File: src/rtl/otg_role_pkg.sv
package otg_role_pkg;
  typedef enum logic [1:0] {
    ROLE_UNDEF    = 2'd0,
    ROLE_B_IDLE   = 2'd1,
    ROLE_B_PERIPH = 2'd2,
    ROLE_A_HOST   = 2'd3
  } role_e;

  typedef enum logic [1:0] {
    CHG_NONE = 2'd0,
    CHG_SDP  = 2'd1,
    CHG_CDP  = 2'd2,
    CHG_DCP  = 2'd3
  } chg_e;

  typedef enum logic [1:0] {
    DET_IDLE = 2'd0,
    DET_RUN  = 2'd1,
    DET_DONE = 2'd2
  } det_e;
endpackage

File: src/rtl/otg_tick_gen.sv
module otg_tick_gen #(
  parameter int unsigned TICK_CYCLES = 200_000_000
) (
  input  logic clk_i,
  input  logic rst_ni,
  input  logic en_i,
  output logic tick_o
);
  localparam int unsigned CW = (TICK_CYCLES > 1) ? $clog2(TICK_CYCLES) : 1;
  localparam logic [CW-1:0] LAST = CW'(TICK_CYCLES - 1);

  logic [CW-1:0] cnt_q;

  always_ff @(posedge clk_i or negedge rst_ni) begin
    if (!rst_ni)              cnt_q <= '0;
    else if (!en_i)           cnt_q <= '0;
    else if (cnt_q == LAST)   cnt_q <= '0;
    else                      cnt_q <= cnt_q + 1'b1;
  end

  assign tick_o = en_i && (cnt_q == LAST);
endmodule

File: src/rtl/otg_vbus_edge.sv
module otg_vbus_edge (
  input  logic clk_i,
  input  logic rst_ni,
  input  logic en_i,
  input  logic sel_i,
  input  logic avalid_i,
  input  logic bvalid_i,
  input  logic ack_i,
  output logic vbus_o,
  output logic pend_o
);
  logic vbus, vbus_q, pend_q, rise;

  assign vbus = sel_i ? avalid_i : bvalid_i;
  assign rise = en_i && vbus && !vbus_q;

  always_ff @(posedge clk_i or negedge rst_ni) begin
    if (!rst_ni) begin
      vbus_q <= 1'b0;
      pend_q <= 1'b0;
    end else begin
      vbus_q <= vbus;
      // a new edge wins over the clear of the previous one
      if (!en_i)      pend_q <= 1'b0;
      else if (rise)  pend_q <= 1'b1;
      else if (ack_i) pend_q <= 1'b0;
    end
  end

  assign vbus_o = vbus;
  assign pend_o = pend_q;
endmodule

File: src/rtl/otg_role_fsm.sv
module otg_role_fsm
  import otg_role_pkg::*;
(
  input  logic  clk_i,
  input  logic  rst_ni,
  input  logic  en_i,
  input  logic  eval_i,
  input  logic  vbus_i,
  input  logic  host_i,
  input  logic  chg_done_i,
  input  chg_e  chg_type_i,
  output logic  ack_o,
  output logic  chg_req_o,
  output logic  phy_pwr_o,
  output role_e role_o,
  output logic  evt_o,
  output logic  evt_attach_o,
  output chg_e  evt_type_o
);
  role_e role_q, role_d, st_c;
  det_e  det_q, det_d;
  chg_e  type_q, type_d, evt_type_q, evt_type_d;
  logic  phy_q, phy_d, att_q, att_d, redo_q, redo_d;
  logic  evt_q, evt_d, evt_att_q, evt_att_d;
  logic  go;

  assign go = eval_i || redo_q;

  always_comb begin
    role_d     = role_q;
    phy_d      = phy_q;
    det_d      = det_q;
    type_d     = type_q;
    att_d      = att_q;
    evt_d      = 1'b0;
    evt_att_d  = evt_att_q;
    evt_type_d = evt_type_q;
    redo_d     = 1'b0;
    st_c       = role_q;

    if (det_q == DET_RUN && chg_done_i) begin
      det_d  = DET_DONE;
      type_d = chg_type_i;
      redo_d = 1'b1;
    end

    if (go) begin
      if (st_c == ROLE_UNDEF) begin
        st_c   = ROLE_B_IDLE;
        role_d = ROLE_B_IDLE;
        if (!vbus_i) phy_d = 1'b0;
      end
      case (st_c)
        ROLE_B_IDLE: begin
          if (host_i) begin
            role_d = ROLE_A_HOST;
            phy_d  = 1'b1;
          end else if (vbus_i) begin
            if (det_q == DET_IDLE) begin
              det_d = DET_RUN;
            end else if (det_q == DET_DONE && type_q != CHG_NONE) begin
              if (type_q == CHG_DCP) begin
                phy_d = 1'b0;
              end else begin
                phy_d  = 1'b1;
                role_d = ROLE_B_PERIPH;
              end
              if (!att_q) begin
                att_d      = 1'b1;
                evt_d      = 1'b1;
                evt_att_d  = 1'b1;
                evt_type_d = type_q;
              end
            end
          end else begin
            det_d  = DET_IDLE;
            type_d = CHG_NONE;
            if (att_q) begin
              att_d     = 1'b0;
              evt_d     = 1'b1;
              evt_att_d = 1'b0;
            end
          end
        end
        ROLE_B_PERIPH: begin
          if (!vbus_i) begin
            det_d  = DET_IDLE;
            type_d = CHG_NONE;
            phy_d  = 1'b0;
            role_d = ROLE_B_IDLE;
            redo_d = 1'b1;
          end
        end
        ROLE_A_HOST: begin
          if (!host_i) begin
            role_d = ROLE_B_IDLE;
            phy_d  = 1'b0;
          end
        end
        default: ;
      endcase
    end
  end

  always_ff @(posedge clk_i or negedge rst_ni) begin
    if (!rst_ni) begin
      role_q <= ROLE_UNDEF;   phy_q <= 1'b1;       det_q <= DET_IDLE;
      type_q <= CHG_NONE;     att_q <= 1'b0;       redo_q <= 1'b0;
      evt_q <= 1'b0;          evt_att_q <= 1'b0;   evt_type_q <= CHG_NONE;
    end else if (!en_i) begin
      role_q <= ROLE_UNDEF;   phy_q <= 1'b1;       det_q <= DET_IDLE;
      type_q <= CHG_NONE;     att_q <= 1'b0;       redo_q <= 1'b0;
      evt_q <= 1'b0;          evt_att_q <= 1'b0;   evt_type_q <= CHG_NONE;
    end else begin
      role_q <= role_d;       phy_q <= phy_d;      det_q <= det_d;
      type_q <= type_d;       att_q <= att_d;      redo_q <= redo_d;
      evt_q <= evt_d;         evt_att_q <= evt_att_d; evt_type_q <= evt_type_d;
    end
  end

  assign ack_o        = go;
  assign chg_req_o    = (det_q == DET_RUN);
  assign phy_pwr_o    = phy_q;
  assign role_o       = role_q;
  assign evt_o        = evt_q;
  assign evt_attach_o = evt_att_q;
  assign evt_type_o   = evt_type_q;
endmodule

File: src/rtl/otg_role_ctrl.sv
module otg_role_ctrl
  import otg_role_pkg::*;
#(
  parameter int unsigned TICK_CYCLES = 200_000_000
) (
  input  logic       clk_i,
  input  logic       rst_ni,
  input  logic       host_only_i,
  input  logic       vbus_sel_i,
  input  logic       avalid_i,
  input  logic       bvalid_i,
  input  logic       host_cable_i,
  output logic       chg_req_o,
  input  logic       chg_done_i,
  input  logic [1:0] chg_type_i,
  output logic       phy_pwr_o,
  output logic [1:0] role_o,
  output logic       cable_evt_o,
  output logic       cable_attach_o,
  output logic [1:0] cable_type_o
);
  logic  en, tick, vbus, pend, ack;
  role_e role_w;
  chg_e  evt_type_w;

  assign en = !host_only_i;

  otg_tick_gen #(.TICK_CYCLES(TICK_CYCLES)) u_tick (
    .clk_i  (clk_i),
    .rst_ni (rst_ni),
    .en_i   (en),
    .tick_o (tick)
  );

  otg_vbus_edge u_vbus (
    .clk_i    (clk_i),
    .rst_ni   (rst_ni),
    .en_i     (en),
    .sel_i    (vbus_sel_i),
    .avalid_i (avalid_i),
    .bvalid_i (bvalid_i),
    .ack_i    (ack),
    .vbus_o   (vbus),
    .pend_o   (pend)
  );

  otg_role_fsm u_fsm (
    .clk_i        (clk_i),
    .rst_ni       (rst_ni),
    .en_i         (en),
    .eval_i       (tick || pend),
    .vbus_i       (vbus),
    .host_i       (host_cable_i),
    .chg_done_i   (chg_done_i),
    .chg_type_i   (chg_e'(chg_type_i)),
    .ack_o        (ack),
    .chg_req_o    (chg_req_o),
    .phy_pwr_o    (phy_pwr_o),
    .role_o       (role_w),
    .evt_o        (cable_evt_o),
    .evt_attach_o (cable_attach_o),
    .evt_type_o   (evt_type_w)
  );

  assign role_o       = role_w;
  assign cable_type_o = evt_type_w;
endmodule

File: config.mk
export PLATFORM = sky130hd
export DESIGN_NAME = otg_role_ctrl
export DESIGN_NICKNAME = d
export VERILOG_FILES = /design/src/rtl/otg_role_pkg.sv /design/src/rtl/otg_tick_gen.sv /design/src/rtl/otg_vbus_edge.sv /design/src/rtl/otg_role_fsm.sv /design/src/rtl/otg_role_ctrl.sv
export SDC_FILE = /design/constraint.sdc
export NUM_CORES = 1
export LEC_CHECK = 0
export CORE_UTILIZATION = 57
export DETAILED_ROUTE_END_ITERATION = 16
export PLACE_DENSITY = 0.82
export SYNTH_ARGS = -nofsm -noshare
export SYNTH_HDL_FRONTEND = slang
export SYNTH_HIERARCHICAL = 1
export SYNTH_SLANG_ARGS = --single-unit
File: constraint.sdc
create_clock -name clk_i -period 4.1 [get_ports clk_i]
set_input_delay 0.82 -clock clk_i [delete_from_list [all_inputs] [get_ports clk_i]]
set_output_delay 0.82 -clock clk_i [all_outputs]
set_load 0.05 [all_outputs]
**After elaboration in Yosys (flattened, before gate mapping)**

Cells that the tools add are included.

- Output and inout bits: 8
- Bits in registers: 43
- Bits of input ports: 10
- Logic and storage cells: 129

- Mux-type cells: 82
- Reduce and logical (&&, ||, !) cells: 21
- Add/sub/neg operators: 1
- Equal/unequal tests: 13

Operator list:

| kind | count |
|---|---|
| 2-bit two-way mux | 31 |
| 28-bit two-way mux | 2 |
| 1-bit two-way mux | 45 |
| 28-bit by 1-bit adder with 28-bit output, second input constant | 1 |
| 28-bit == test, second input constant | 1 |
| 7-bit AND reduction | 2 |
| 2-bit nonzero test | 5 |
| 3-bit != test, second input constant | 3 |
| 2-bit == test, second input constant | 4 |
| 2-bit case mux with 2 select lines | 2 |
| 2-bit != test, second input constant | 3 |
| 2-bit case mux with 3 select lines | 1 |
| 3-bit nonzero test | 2 |
| 1-bit logical AND | 5 |
| 5-bit AND reduction | 1 |
| 2-bit by 1-bit == test with 1-bit output, second input constant | 2 |
| 2-bit logical NOT | 2 |
| 1-bit case mux with 3 select lines | 1 |
| 1-bit logical NOT | 2 |
| 1-bit logical OR | 2 |

**Longest topological paths before layout**

- Depth in word-level cells: 10
- Gate-level depth with buffers: 11
- Depth with buffers taken out: 10

**Cells and area by module**

Netlist, hierarchy kept.

By module, submodules not included:

| module | area each (µm²) | seq. area each (µm²) | cells an instance | times used |
|---|---|---|---|---|
| otg_tick_gen | 1468.9 | 700.7 | 160 | 1 |
| otg_role_fsm | 721.9 | 326.6 | 76 | 1 |
| otg_vbus_edge | 85.1 | 50.0 | 6 | 1 |
| otg_role_ctrl | 10.0 | 0.0 | 2 | 1 |

**Least setup slack after synthesis**

OpenSTA, ideal clock, no wires.

- Path type: register to register
- From: reg u_tick.cnt_q[0]
- To: reg u_fsm.evt_att_q, in the netlist u_fsm/evt_attach_o
- Period minus slack after synthesis: 2.604 ns
- Setup time: 0.119 ns
- Buffers on the path: 1
- Path slack: 1.496 ns
- Arrival time: 2.486 ns
- Required time: 3.981 ns
- Stages on the path, launching flop included: 11
- Cell sequence: dfrtp_1 -> ha_1 -> nand4_2 -> or4_1 -> buf_2 -> nor3_1 -> or2_1 -> nor2_2 -> or3_4 -> o31a_1 -> o21a_1

- Word-level cells in the longest chain between the ends: 6

Ends and longest elaborated chain:

| what | RTL line | RTL |
|---|---|---|
| from (decl) | otg_tick_gen.sv:12 | `logic [CW-1:0] cnt_q;` |
| from (signal assigned) | otg_tick_gen.sv:18 | `else cnt_q <= cnt_q + 1'b1;` |
| 28-bit == test | otg_tick_gen.sv:21 | `assign tick_o = en_i && (cnt_q == LAST);` |
| 1-bit logical AND | otg_tick_gen.sv:21 |  |
| named net tick | otg_role_ctrl.sv:22 | `logic en, tick, vbus, pend, ack;` |
| 1-bit logical OR | otg_role_ctrl.sv:51 | `.eval_i (tick \|\| pend),` |
| 1-bit logical OR | otg_role_fsm.sv:27 | `assign go = eval_i \|\| redo_q;` |
| 2-bit nonzero test (no source line) | -- |  |
| 7-bit AND reduction (no source line) | -- |  |
| to (signal assigned) | otg_role_fsm.sv:117 | `evt_q <= evt_d; evt_att_q <= evt_att_d; evt_type_q <= evt_type_d;` |
| to (decl) | otg_role_fsm.sv:24 | `logic evt_q, evt_d, evt_att_q, evt_att_d;` |

The timed path passes the listed nets, and every way through them passes these cells.
A chain may end at the register's enable or synchronous reset.

**Worst setup path in the final report**

Same ends and word-level chain as after synthesis.

==> run summary <==
### Routing
* **Vias per Instance** 6.042
* **count of unresolved DRC violations after routing** 0
* **Via Count** 1867
* **wirelength, routed** 4509 µm
* **starting DRC count in detailed routing** 154
* **first-pass iteration count of the detailed router** 4
* **routed wirelength normalized by instance count** 14.59 µm
* **number of antenna-violating nets in the routed design** 0

### Worst setup path
* **Worst Setup Path Type** reg2reg
* **Critical Path Start** u_tick/cnt_q[0]
* **critical-path cell list** ha_1, nand4_2, or4_1, nor3_1, or2_1, nor2_2, or3_4, o31a_1, o21a_1
* **stage delay of the slowest cell on the critical path** 680 ps
* **data arrival at the endpoint of the critical path** 3010 ps
* **worst reg2reg startpoint** u_tick/cnt_q[0]
* **cell count of the worst reg-to-reg path** 9
* **largest fanout of any net on the critical path** 8
* **crit end category** flip-flop
* **delay-heaviest family, CP** simple AND/OR/NAND/NOR gates
* **CP Depth** 9
* **Worst path slowest cell** sky130_fd_sc_hd__or4_1
* **crit path buf inv count** 0
* **crit path launch type** flip-flop
* **critical path data required time** 4270 ps

### Global route
* **number of antenna violations at the first check in global routing** 0
* **overall overflow remaining after global route** 0
* **number of global-route vias before repair** 1660
* **global-route wire length before repair** 7769 µm
* **pin count of the biggest net entering global routing** 44
* **Overall Global Routing Usage** 23.74%

### Layout
* **number of inserted filler cells in the final layout** 310
* **leading cell types in the layout, fill and taps excluded** sky130_fd_sc_hd__dfrtp_1 (42), sky130_fd_sc_hd__nor2_1 (24), sky130_fd_sc_hd__nand2_1 (21)
* **layout cell share with drive strength beyond 1** 6.513%
* **Final Cell Area** 2561 µm²
* **total inserted antenna cells** 0
* **layout-stage area growth over the synthesis result** 12.04%
* **NumNets Final** 271
* **most frequent standard cell in the layout excluding fill and tap cells** sky130_fd_sc_hd__dfrtp_1

### Timing
* **worst setup skew after layout** 10.94 ps
* **RSZ-0062 raised after global routing** no
* **number of failing hold endpoints at the final stage** 0
* **worst hold-check slack** 486.0 ps
* **setup TNS after final layout** 0 ps
* **slew at the pin closest to its max-slew limit** 945.5 ps
* **final critical delay including setup and external delays** 2836 ps
* **number of slew-limit violations in the final report** 0
* **final critical-path share of the clock period** 69.17%
* **fmax** 0.3526 GHz
* **tightest slew margin relative to the limit** 36.97%
* **count of endpoints failing setup in the final report** 0

### Place
* **I/O Buffers** 17
* **detailed placement HPWL** 3130 µm
* **post-placement cell area** 2481 µm²
* **global placement routability congestion** 0.8508

### Worst hold path
* **Worst Min Path Start** u_tick/cnt_q[0]
* **class of the tightest hold or removal check** reg2reg
* **worst hold path cell count** 1

### Clock network
* **CTS H-Tree Depth** 2
* **Num Clock Sinks** 43
* **Clock Tree Root** sky130_fd_sc_hd__clkbuf_8
* **Skew-Pair Late Insertion Delay** 290 ps
* **count of hold-fix buffers inserted at cts** 0
* **number of instances resized during post-cts repair** 0
* **number of buffers on the longest clock path** 2
* **TritonCTS clock tree** built
* **clock buffer count from CTS** 5
* **Post-CTS Setup Repair Bufs** 0
* **register clock-pin slew on the reported worst setup and hold paths** 70 ps

### Die
* **vertical die dimension** 65.33 µm
* **Std-Cell Core Area** 3744 µm²
* **effective utilization at floorplan** 61.06%
* **DIE WIDTH** 65.33 µm
* **number of placement rows** 22
* **die area** 4267 µm²
* **I/O Pins** 18

### Power
* **power per standard cell area** 310.0 nW/µm²
* **Max rail drop VDD** 0.0001816 V
* **cell leakage power** 1.007 nW
* **overall power of the completed layout** 0.7940 mW

### Synthesis
* **Async SR Flop Fraction** 100.0%
* **gate count after technology mapping** 244
* **Net Count, Synth** 255
* **Unique masters post-synth** 50
* **number of enable-type register cells in the synthesized netlist** 0
* **post-synthesis average cell area** 9.369 µm²
* **Yosys Warn Count** 6
* **total standard cell area after synthesis** 2286 µm²
* **commonest register cell after synthesis** sky130_fd_sc_hd__dfrtp_1
* **Seq/Total Area, Yosys** 47.13%
* **number of register bits inferred by synthesis** 43

### Run status
* **status** completed

### Run
* **number of maximum-capacitance constraint violations** 0

==> sequential cells by signal (all words and copies together) (netlist names) <==
name and count:
u_fsm/evt_o 1, u_fsm/att_q 1, u_tick/cnt_q 28, u_vbus/pend_o 1
u_fsm/det_q 2, u_fsm/phy_pwr_o 1, u_fsm/evt_attach_o 1, u_fsm/evt_type_o 2
u_fsm/type_q 2, u_vbus/vbus_q 1, u_fsm/redo_q 1, u_fsm/role_o 2
==> final timing paths <==
kind	to	slack, ps
min reg2reg	u_tick/cnt_q[0]	490
max reg2reg	u_fsm/evt_attach_o	1260
max	u_fsm/evt_attach_o	1260
min	u_tick/cnt_q[0]	490
min in group asynchronous	u_tick/cnt_q[19]	660
max in group asynchronous	u_fsm/det_q[0]	2830
==> where the power goes <==
part           switching [mW]  internal, mW  leakage, nW  total, mW
clock                   0.132         0.121       0.0395      0.253
sequential             0.0132         0.434        0.589      0.447
combinational          0.0587        0.0347        0.378     0.0934
==> area by class of cell <==
| class | instances | area [µm²] | share of cell area (%) |
|---|---|---|---|
| Clock buffer | 8 | 80.08 | 3.127 |
| Multi-Input combinational cell | 182 | 1134 | 44.26 |
| Timing Repair Buffer | 18 | 172.7 | 6.742 |
| Sequential cell | 43 | 1077 | 42.06 |
| Tap cell | 48 | 60.06 | 2.345 |
| Inverter | 10 | 37.54 | 1.466 |
==> cells in the mapped netlist (all sizes together) (3+ instances only) <==
library cell / count / area share (%)
a21oi: 17 / 3.7
buf: 3 / 0.66
clkbuf: 6 / 0.99
dfrtp: 42 / 46
inv: 10 / 1.6
mux2i: 5 / 2.2
nand2: 21 / 3.4
nand3: 9 / 2.0
nand4: 8 / 2.5
nor2: 25 / 4.2
nor2b: 3 / 0.82
nor3: 10 / 2.7
nor4: 3 / 0.82
o21ai: 14 / 3.2
o31ai: 4 / 1.3
or3: 11 / 3.2
or4: 8 / 2.6
xnor2: 11 / 4.2
xor2: 3 / 1.1
==> metrics by stage <==
step | cells | utilization [%] | setup WS (ps)
final | 309 | 68.42 | 1264
after global routing | 309 | 68.42 | 1099
after detailed placement | 301 | 66.28 | 992.1
after floorplan | 244 | - | 1496
after global placement | 301 | 66.28 | 1043
after CTS | 309 | 68.42 | 1241
==> per-layer routing <==
layer	global-route usage [%]	part of all wire (%)	vias to the layer above
met5	0	0	-
li1	-	-	922
met4	4.891	0.73	0
met2	34.92	45	57
met3	5.729	4.7	4
met1	35.45	50	884
==> cell families (layout without fill, tap and decap cells) <==
group | after synthesis | count (layout) | share of synthesized area (%)
and+or+nand+nor | 109 | 109 | 25.84
adders and majority gates | 1 | 1 | 0.5473
xor gates and xnor gates | 14 | 14 | 5.364
DFF | 43 | 43 | 47.13
AOI/OAI and AO/OA | 51 | 51 | 14.50
buffers and inverters | 19 | 36 | 3.284
muxes | 7 | 7 | 3.339
Power figures use the tool's default switching activity.
